File: src/rtl/regpwm_pkg.sv
package regpwm_pkg;

    localparam int WORD_W   = 32;
    localparam int DIV_W    = 13;
    localparam int WIDTH_W  = 8;
    localparam int DIV_LSB  = 0;
    localparam int WID_LSB  = 16;
    localparam int FULL_BIT = 24;
    localparam int EN_BIT   = 31;
    localparam int STEPS    = 1 << WIDTH_W;

    typedef struct packed {
        logic               en;
        logic               full;
        logic [WIDTH_W-1:0] width;
        logic [DIV_W-1:0]   div;
    } pwm_cfg_t;

    function automatic pwm_cfg_t cfg_from_word(input logic [WORD_W-1:0] w);
        pwm_cfg_t c;
        c.en    = w[EN_BIT];
        c.full  = w[FULL_BIT];
        c.width = w[WID_LSB +: WIDTH_W];
        c.div   = w[DIV_LSB +: DIV_W];
        return c;
    endfunction

    function automatic logic [WORD_W-1:0] word_from_cfg(input pwm_cfg_t c);
        logic [WORD_W-1:0] w;
        w                      = '0;
        w[EN_BIT]              = c.en;
        w[FULL_BIT]            = c.full;
        w[WID_LSB +: WIDTH_W]  = c.width;
        w[DIV_LSB +: DIV_W]    = c.div;
        return w;
    endfunction

endpackage

File: src/rtl/regpwm_cfg_reg.sv
module regpwm_cfg_reg
    import regpwm_pkg::*;
(
    input  logic              clk,
    input  logic              rst,
    input  logic              wr_en,
    input  logic [WORD_W-1:0] wr_data,
    output pwm_cfg_t          cfg,
    output logic [WORD_W-1:0] rd_word,
    output logic              restart
);

    pwm_cfg_t cfg_q;

    always_ff @(posedge clk) begin
        if (rst) begin
            cfg_q <= '0;
        end else if (wr_en) begin
            cfg_q <= cfg_from_word(wr_data);
        end
    end

    assign cfg     = cfg_q;
    assign rd_word = word_from_cfg(cfg_q);
    assign restart = wr_en;

    AST_RESERVED_ZERO: assert property (@(posedge clk) disable iff (rst)
        (rd_word[30:25] == '0) && (rd_word[15:13] == '0));

endmodule

File: src/rtl/regpwm_prescaler.sv
module regpwm_prescaler #(
    parameter int DIV_W = 13
) (
    input  logic             clk,
    input  logic             rst,
    input  logic             run,
    input  logic             restart,
    input  logic [DIV_W-1:0] div,
    output logic             tick
);

    logic [DIV_W-1:0] pre_q;
    logic             at_end;

    assign at_end = (pre_q >= div);
    assign tick   = run && at_end;

    always_ff @(posedge clk) begin
        if (rst || restart || !run) begin
            pre_q <= '0;
        end else if (at_end) begin
            pre_q <= '0;
        end else begin
            pre_q <= pre_q + 1'b1;
        end
    end

    AST_PRESCALE_BOUND: assert property (@(posedge clk) disable iff (rst)
        pre_q <= div);

    AST_PRESCALE_CLEAR: assert property (@(posedge clk) disable iff (rst)
        restart |=> (pre_q == '0));

endmodule

File: src/rtl/regpwm_step_cnt.sv
module regpwm_step_cnt #(
    parameter int WIDTH_W = 8
) (
    input  logic               clk,
    input  logic               rst,
    input  logic               run,
    input  logic               restart,
    input  logic               tick,
    input  logic               full,
    input  logic [WIDTH_W-1:0] width,
    output logic               pwm
);

    logic [WIDTH_W-1:0] step_q;

    always_ff @(posedge clk) begin
        if (rst || restart || !run) begin
            step_q <= '0;
        end else if (tick) begin
            step_q <= step_q + 1'b1;
        end
    end

    assign pwm = run && (full || (step_q < width));

    AST_STEP_ADVANCE: assert property (@(posedge clk) disable iff (rst)
        (run && tick && !restart) |=> (step_q == WIDTH_W'($past(step_q) + 1'b1)));

    AST_STEP_CLEAR: assert property (@(posedge clk) disable iff (rst)
        restart |=> (step_q == '0));

endmodule

File: src/rtl/regpwm_top.sv
module regpwm_top
    import regpwm_pkg::*;
(
    input  logic              clk,
    input  logic              rst,
    input  logic              wr_en,
    input  logic [WORD_W-1:0] wr_data,
    output logic [WORD_W-1:0] rd_data,
    output logic              pwm_out
);

    pwm_cfg_t cfg;
    logic     restart;
    logic     tick;

    regpwm_cfg_reg u_cfg (
        .clk     (clk),
        .rst     (rst),
        .wr_en   (wr_en),
        .wr_data (wr_data),
        .cfg     (cfg),
        .rd_word (rd_data),
        .restart (restart)
    );

    regpwm_prescaler #(.DIV_W(DIV_W)) u_pre (
        .clk     (clk),
        .rst     (rst),
        .run     (cfg.en),
        .restart (restart),
        .div     (cfg.div),
        .tick    (tick)
    );

    regpwm_step_cnt #(.WIDTH_W(WIDTH_W)) u_step (
        .clk     (clk),
        .rst     (rst),
        .run     (cfg.en),
        .restart (restart),
        .tick    (tick),
        .full    (cfg.full),
        .width   (cfg.width),
        .pwm     (pwm_out)
    );

    AST_FULL_HIGH: assert property (@(posedge clk) disable iff (rst)
        (rd_data[EN_BIT] && rd_data[FULL_BIT]) |-> pwm_out);

    AST_OFF_LOW: assert property (@(posedge clk) disable iff (rst)
        !rd_data[EN_BIT] |-> !pwm_out);

    AST_ZERO_WIDTH_LOW: assert property (@(posedge clk) disable iff (rst)
        (!rd_data[FULL_BIT] && rd_data[23:16] == '0) |-> !pwm_out);

endmodule

File: config.mk
export PLATFORM = sky130hd
export DESIGN_NAME = regpwm_top
export DESIGN_NICKNAME = d
export VERILOG_FILES = /design/src/rtl/regpwm_pkg.sv /design/src/rtl/regpwm_cfg_reg.sv /design/src/rtl/regpwm_prescaler.sv /design/src/rtl/regpwm_step_cnt.sv /design/src/rtl/regpwm_top.sv
export SDC_FILE = /design/constraint.sdc
export NUM_CORES = 1
export LEC_CHECK = 0
export ABC_AREA = 1
export BUFFER_PORTS_ARGS = -buffer_cell sky130_fd_sc_hd__buf_2
export CAP_MARGIN = 20
export CORE_ASPECT_RATIO = 1.2
export CORE_MARGIN = 1.5
export CORE_UTILIZATION = 25
export CTS_CLUSTER_SIZE = 25
export DETAILED_ROUTE_END_ITERATION = 16
export PLACE_DENSITY = 0.49
export SLEW_MARGIN = 20
export SYNTH_ARGS = -nofsm -noshare
export SYNTH_HDL_FRONTEND = slang
export SYNTH_SLANG_ARGS = --single-unit
File: constraint.sdc
create_clock -name clk -period 2.6 [get_ports clk]
set_input_delay 0.26 -clock clk [delete_from_list [all_inputs] [get_ports clk]]
set_output_delay 0.26 -clock clk [all_outputs]
set_load 0.01 [all_outputs]
==> results of run 1 <==
-- worst max-delay path: cells and delay by family (launching register included) --
kind / cells / cell delay [ns]
DFF: 1 / 0.35
and+or+nand+nor: 2 / 0.15
buffers and inverters: 2 / 0.21
AOI/OAI and AO/OA: 3 / 0.42
adders and majority gates: 1 / 0.30
-- stage by stage --
step / area, sq um / util [%] / hold slack [ns] / setup WS [ns]
after floorplan: 2340 / - / 0.395 / 1.01
after global routing: 2720 / 30.1 / 0.194 / 0.421
after detailed placement: 2630 / 29.1 / 0.463 / 0.795
after CTS: 2720 / 30.1 / 0.188 / 0.541
after global placement: 2630 / 29.1 / 0.454 / 0.807
final: 2720 / 30.1 / 0.191 / 0.608
-- Yosys cell counts, types with 3 or more instances --
cell	number
clkbuf_1	4
nor3_1	3
xnor2_1	3
nand2_1	46
xor2_1	5
nand3_2	3
dfxtp_1	44
buf_4	11
nand4_1	4
nand3_1	14
a21oi_1	39
nor2_1	22
o21ai_0	24
ha_1	22
inv_1	43
-- metal layers --
metal	vias to the layer above	global-route usage, %
li1	1056	-
met1	906	12.0
met2	30	19.1
met3	8	2.39
met4	0	5.36
met5	-	0
-- registers in the layout, indices dropped and copies added, names as in the netlist --
signal and count:
u_pre.pre_q 13, u_step.step_q 8, u_cfg.cfg 23
-- final timing paths --
path / end / startpoint / cells past startpoint
max: pwm_out / u_cfg.cfg[16] / 8
min: u_cfg.cfg[0] / wr_data[0] / 3
max reg2reg: u_step.step_q[0] / u_cfg.cfg[12] / 9
min reg2reg: u_pre.pre_q[0] / u_pre.pre_q[0] / 1
-- power by group through the flow --
stage	registers (mW)	clock network, mW	logic [mW]
6_report	0.713	0.442	0.165
5_1_grt	0.718	0.488	0.190
4_1_cts	0.714	0.465	0.169
3_5_place_dp	0.730	0	0.168
3_3_place_gp	0.730	0	0.166
2_1_floorplan	0.738	0	0.102
-- layout make-up --
class | count | area share, %
Inverter | 44 | 6.07
Clock buffer | 8 | 3.31
Timing Repair Buffer | 51 | 9.56
Tap cell | 120 | 5.52
Multi-Input combinational cell | 204 | 43.2
Sequential cell | 44 | 32.4
-- cell families after synthesis --
family	share of synthesized area [%]
xor+xnor	3.03
other cells	0.162
fa+ha+maj	11.9
compound gates	14.2
flops	38.1
buf+inv	12.4
simple gates	20.2
==> impl_metrics.yaml, run 1 <==
outcome:
  status: "complete, no violations"
critical_path:
  endpoint_kind: "output port"
  crit_path_start_kind: "flop"
  worstPathRequired_ns: 2.34
  criticalPathCategory: "flop to output port"
  crit_path_frequent_cell: "a21oi_1"
  crit_chain: "inv_1, ha_1, a21oi_1, o21ai_0, nand4_1, nand2_1, a21oi_1, buf_2"
  r2r_slack_ns: 0.78
  crit_slowest_cell: "dfxtp_1"
  cp_max_fo: 2
  crit_arrival_ns: 1.73
  critPathMaxStageDelay_ns: 0.35
logic_synthesis:
  synth_area_leader_cell: "dfxtp_1"
  synth_ff_type: "dfxtp_1"
  synth_top_area_share_pct: 38.1
  ys_async_sr_fraction_pct: 0
  synth_cell_types: 28
  ys_ff_latch: 44
  yosysSeqAreaShare_pct: 38.1
  synth-edff-count: 0
  ys.warnings.count: 0
  synth.area.top_cells: "dfxtp_1 38%, ha_1 12%, a21oi_1 8.4%"
  synth_area_sq_mm: 0.00231
  avgSynthCellArea_sq_um: 7.63
  syn_inst: 303
timing:
  relSlewSlack_pct: 52.9
  finalCritPeriodShare_pct: 76.6
  worst_slew_pin_slew_ns: 0.706
  final-hold-violation-count: 0
  maxSlewViolCount: 0
  setup_tns_ns: 0
  period_needed_ns: 1.99
  fin_worst_skew_ns: 0.00793
  fmax_ghz: 0.502
  setup_viol: 0
  rsz0062_at_grt: "no"
final_layout:
  drive_above_1_share_pct: 18.5
  multiInputGateArea_sq_mm: 0.00117
  layout.cells.non_filler: 471
  final-seq-area_sq_um: 881
  area_growth_pct: 17.7
  layout_commonest_cell: "buf_2"
  mostFrequentLayoutCells: "49 x buf_2, 46 x nand2_1, 44 x dfxtp_1"
  fill_cells: 1017
  n_antenna_cell: 0
  fin_nets: 407
global_routing:
  grt_pass1_vias: 1863
  track_usage_pct: 10.7
  grt_overflow: 0
  antenna_found_initial: 0
  grt_max_degree: 24
  grt_first_pass_wirelength_um: 8290
cts:
  cts_setup_buffers: 0
  cts_tree: "built"
  htreeDepth: 2
  clock_path_buffers: 2
  clock-sinks: 44
  holdBufCountCts: 0
  clock_latency_ns: 0.29
  ctsResizeCount: 0
  clk_pin_slew_ns: 0.08
  cts_buffers: 5
  cts-root-buf: "clkbuf_8"
die:
  start_util_pct: 25.6
  io_pins: 68
  die_area_sq_mm: 0.00984
  dieWidth_um: 90.8
  rows: 38
  coreArea_sq_mm: 0.00903
  die_y_um: 108
routing:
  wire_per_inst_um: 11.0
  drt_iter0_markers: 70
  first_pass_iters: 4
  routed.top_layer: "met4"
  drt.antenna.violating_nets: 0
  route.met3.wl_um: 194
  remaining_drc_errors: 0
  dr_total_vias: 2000
  via_per_inst: 4.25
  wl_met2_um: 2650
  met1Wirelength_um: 2210
  drt_wl_total_um: 5170
place:
  hpwlAfterDp_um: 4000
  dpl.cell_count: 463
  gp_congestion: 0.748
  io_buffers: 49
pwr:
  power.density_mw_per_mm2: 485
  switchingPower_mw: 0.342
  cellInternalPower_mw: 0.978
  total_power_mw: 1.32
  switching_share_pct: 25.9
  max-vdd-ir-drop_mv: 0.209
  clockPowerShare_pct: 33.5
  pwr-share-comb_pct: 12.5
  p_leak_nw: 1.22
  seqPwrFrac_pct: 54.0
flow_run:
  maxCapViolations: 0
hold_path:
  min_path_type: "input pin to flop"
(Power assumes the default switching activity.)
==> run 2, diff against run 1 <==
--- a/config.mk
+++ b/config.mk
@@ -13,7 +13,7 @@
 export CORE_UTILIZATION = 25
 export CTS_CLUSTER_SIZE = 25
 export DETAILED_ROUTE_END_ITERATION = 16
-export PLACE_DENSITY = 0.49
+export PLACE_DENSITY = 0.5
 export SLEW_MARGIN = 20
 export SYNTH_ARGS = -nofsm -noshare
 export SYNTH_HDL_FRONTEND = slang
==> constraint.sdc (replaced) <==
create_clock -name clk -period 1.6 [get_ports clk]
set_input_delay 0.16 -clock clk [delete_from_list [all_inputs] [get_ports clk]]
set_output_delay 0.16 -clock clk [all_outputs]
set_load 0.01 [all_outputs]
==> run 2 against run 1 <==
- the run now ends with negative setup slack left
- final cell count increased by 11%
- routed wire length grew 17%
- count of clock-buffer cells in the layout fell by 2
- critical path type unchanged
- critical endpoint unchanged
- highest routed layer unchanged
==> impl_metrics.yaml, run 2 (synthesis gave the netlist of run 1 again) <==
outcome:
  status: "finished with violations"
  violations: "negative setup slack"
timing:
  fin_ws_ns: -0.125
  period_needed_ns: 1.72
  setup_viol: 9
  final-hold-violation-count: 0
  maxSlewViolCount: 0
  rsz0062_at_grt: "yes"
  setup_tns_ns: -0.247
  holdWs_ns: 0.0837
  fmax_ghz: 0.580
  finalCritPeriodShare_pct: 108
  fin_worst_skew_ns: 0.00416
global_routing:
  grt_max_degree: 22
  grt_first_pass_wirelength_um: 9660
  antenna_found_initial: 0
  grt_overflow: 0
  grt_pass1_vias: 2256
  track_usage_pct: 12.4
final_layout:
  area_growth_pct: 58.4
  multiInputGateArea_sq_mm: 0.00166
  n_antenna_cell: 0
  layout.cells.non_filler: 524
  fin_nets: 461
  final-seq-area_sq_um: 915
  fill_cells: 921
  mostFrequentLayoutCells: "50 x buf_4, 49 x buf_2, 29 x nand2_1"
  largest_reg_flops: 23
  drive_above_1_share_pct: 56.7
  layout_commonest_cell: "buf_4"
place:
  io_buffers: 49
  hpwlAfterDp_um: 4300
  dpl.cell_count: 503
  gp_congestion: 0.783
routing:
  met1Wirelength_um: 2520
  drt_wl_total_um: 6040
  drt_iter0_markers: 85
  route.met3.wl_um: 188
  first_pass_iters: 4
  wire_per_inst_um: 11.5
  wl_met2_um: 3280
  routed.top_layer: "met4"
  via_per_inst: 4.33
  dr_total_vias: 2271
  drt.antenna.violating_nets: 0
  remaining_drc_errors: 0
cts:
  clk_pin_slew_ns: 0.08
  clock_latency_ns: 0.29
  cts-root-buf: "clkbuf_8"
  htreeDepth: 2
  cts_tree: "built"
  clock_path_buffers: 2
  clock-sinks: 44
  cts_buffers: 5
flow_run:
  maxCapViolations: 0
die:
  rows: 38
  die_area_sq_mm: 0.00984
  die_y_um: 108
  dieWidth_um: 90.8
  coreArea_sq_mm: 0.00903
  io_pins: 68
  start_util_pct: 25.6
pwr:
  total_power_mw: 2.30
  p_leak_nw: 1.55
  power.density_mw_per_mm2: 627
  max-vdd-ir-drop_mv: 0.308
critical_path:
  crit_path_start_kind: "flop"
  crit_arrival_ns: 1.56
  endpoint_kind: "output port"
  worstPathRequired_ns: 1.44
  cp_max_fo: 2
  criticalPathCategory: "flop to output port"
hold_path:
  min_path_type: "input pin to flop"
[run 2: cell types whose count changed in the layout (fill, tap and decap cells not counted), sizes merged]
cell / previous run / this run
clkbuf: 8 / 7
nand3: 17 / 18
clkinv: 1 / 2
buf: 51 / 103
[run 2: stage by stage]
stage          area [sq um]  utilization [%]  setup slack [ns]
2_1_floorplan          2340                -            0.0123
3_3_place_gp           2940             32.6            -0.115
3_5_place_dp           2940             32.6            -0.187
4_1_cts                3400             37.6            -0.215
5_1_grt                3660             40.6            -0.252
6_report               3660             40.6            -0.125
[run 2: worst paths after layout]
path	start	end	slack [ns]	depth (start not counted)
worst min-delay path	wr_data[0]	u_cfg.cfg[0]	0.08	3
worst max register to register	u_cfg.cfg[12]	u_step.step_q[1]	-0.03	12
worst min register to register	u_cfg.cfg[17]	u_cfg.cfg[17]	0.48	2
worst max-delay path	u_cfg.cfg[16]	pwm_out	-0.12	8
[run 2: per-layer routing]
| metal | track usage (%) | up-vias |
|---|---|---|
| met5 | 0 | - |
| met4 | 4.13 | 0 |
| met3 | 2.60 | 4 |
| met2 | 24.2 | 28 |
| met1 | 13.0 | 1068 |
| li1 | - | 1171 |
[run 2: power by group]
group / switching (mW) / total, mW / internal, mW
clock: 0.368 / 0.666 / 0.297
combinational: 0.240 / 0.464 / 0.224
sequential: 0.0274 / 1.17 / 1.14
total: 0.636 / 2.30 / 1.66
[run 2: what timing repair did]
action,4_1_cts,5_1_grt
pin swaps,23,37
hold buffers,0,0
setup endpoints to repair,22,22
gates cloned,2,0
setup buffers,9,5
resized for setup,72,61
[run 2: worst max-delay path, stage by stage, from the launching register on]
cell and delay [ns]:
dfxtp_2 0.33, inv_1 0.07, ha_4 0.27, nand2_1 0.06, o21ai_2 0.18, nand4_1 0.10, nand2_1 0.08, a21oi_2 0.05
buf_2 0.13
[run 2: final cells by class]
cell class                 count  area share (%)
clock buffer                   6            1.98
multi-input combinational    205            45.2
inverter                      44            4.51
tap                          120            4.10
sequential                    44            25.0
timing repair buffer         104            19.1
clock inverter                 1           0.137
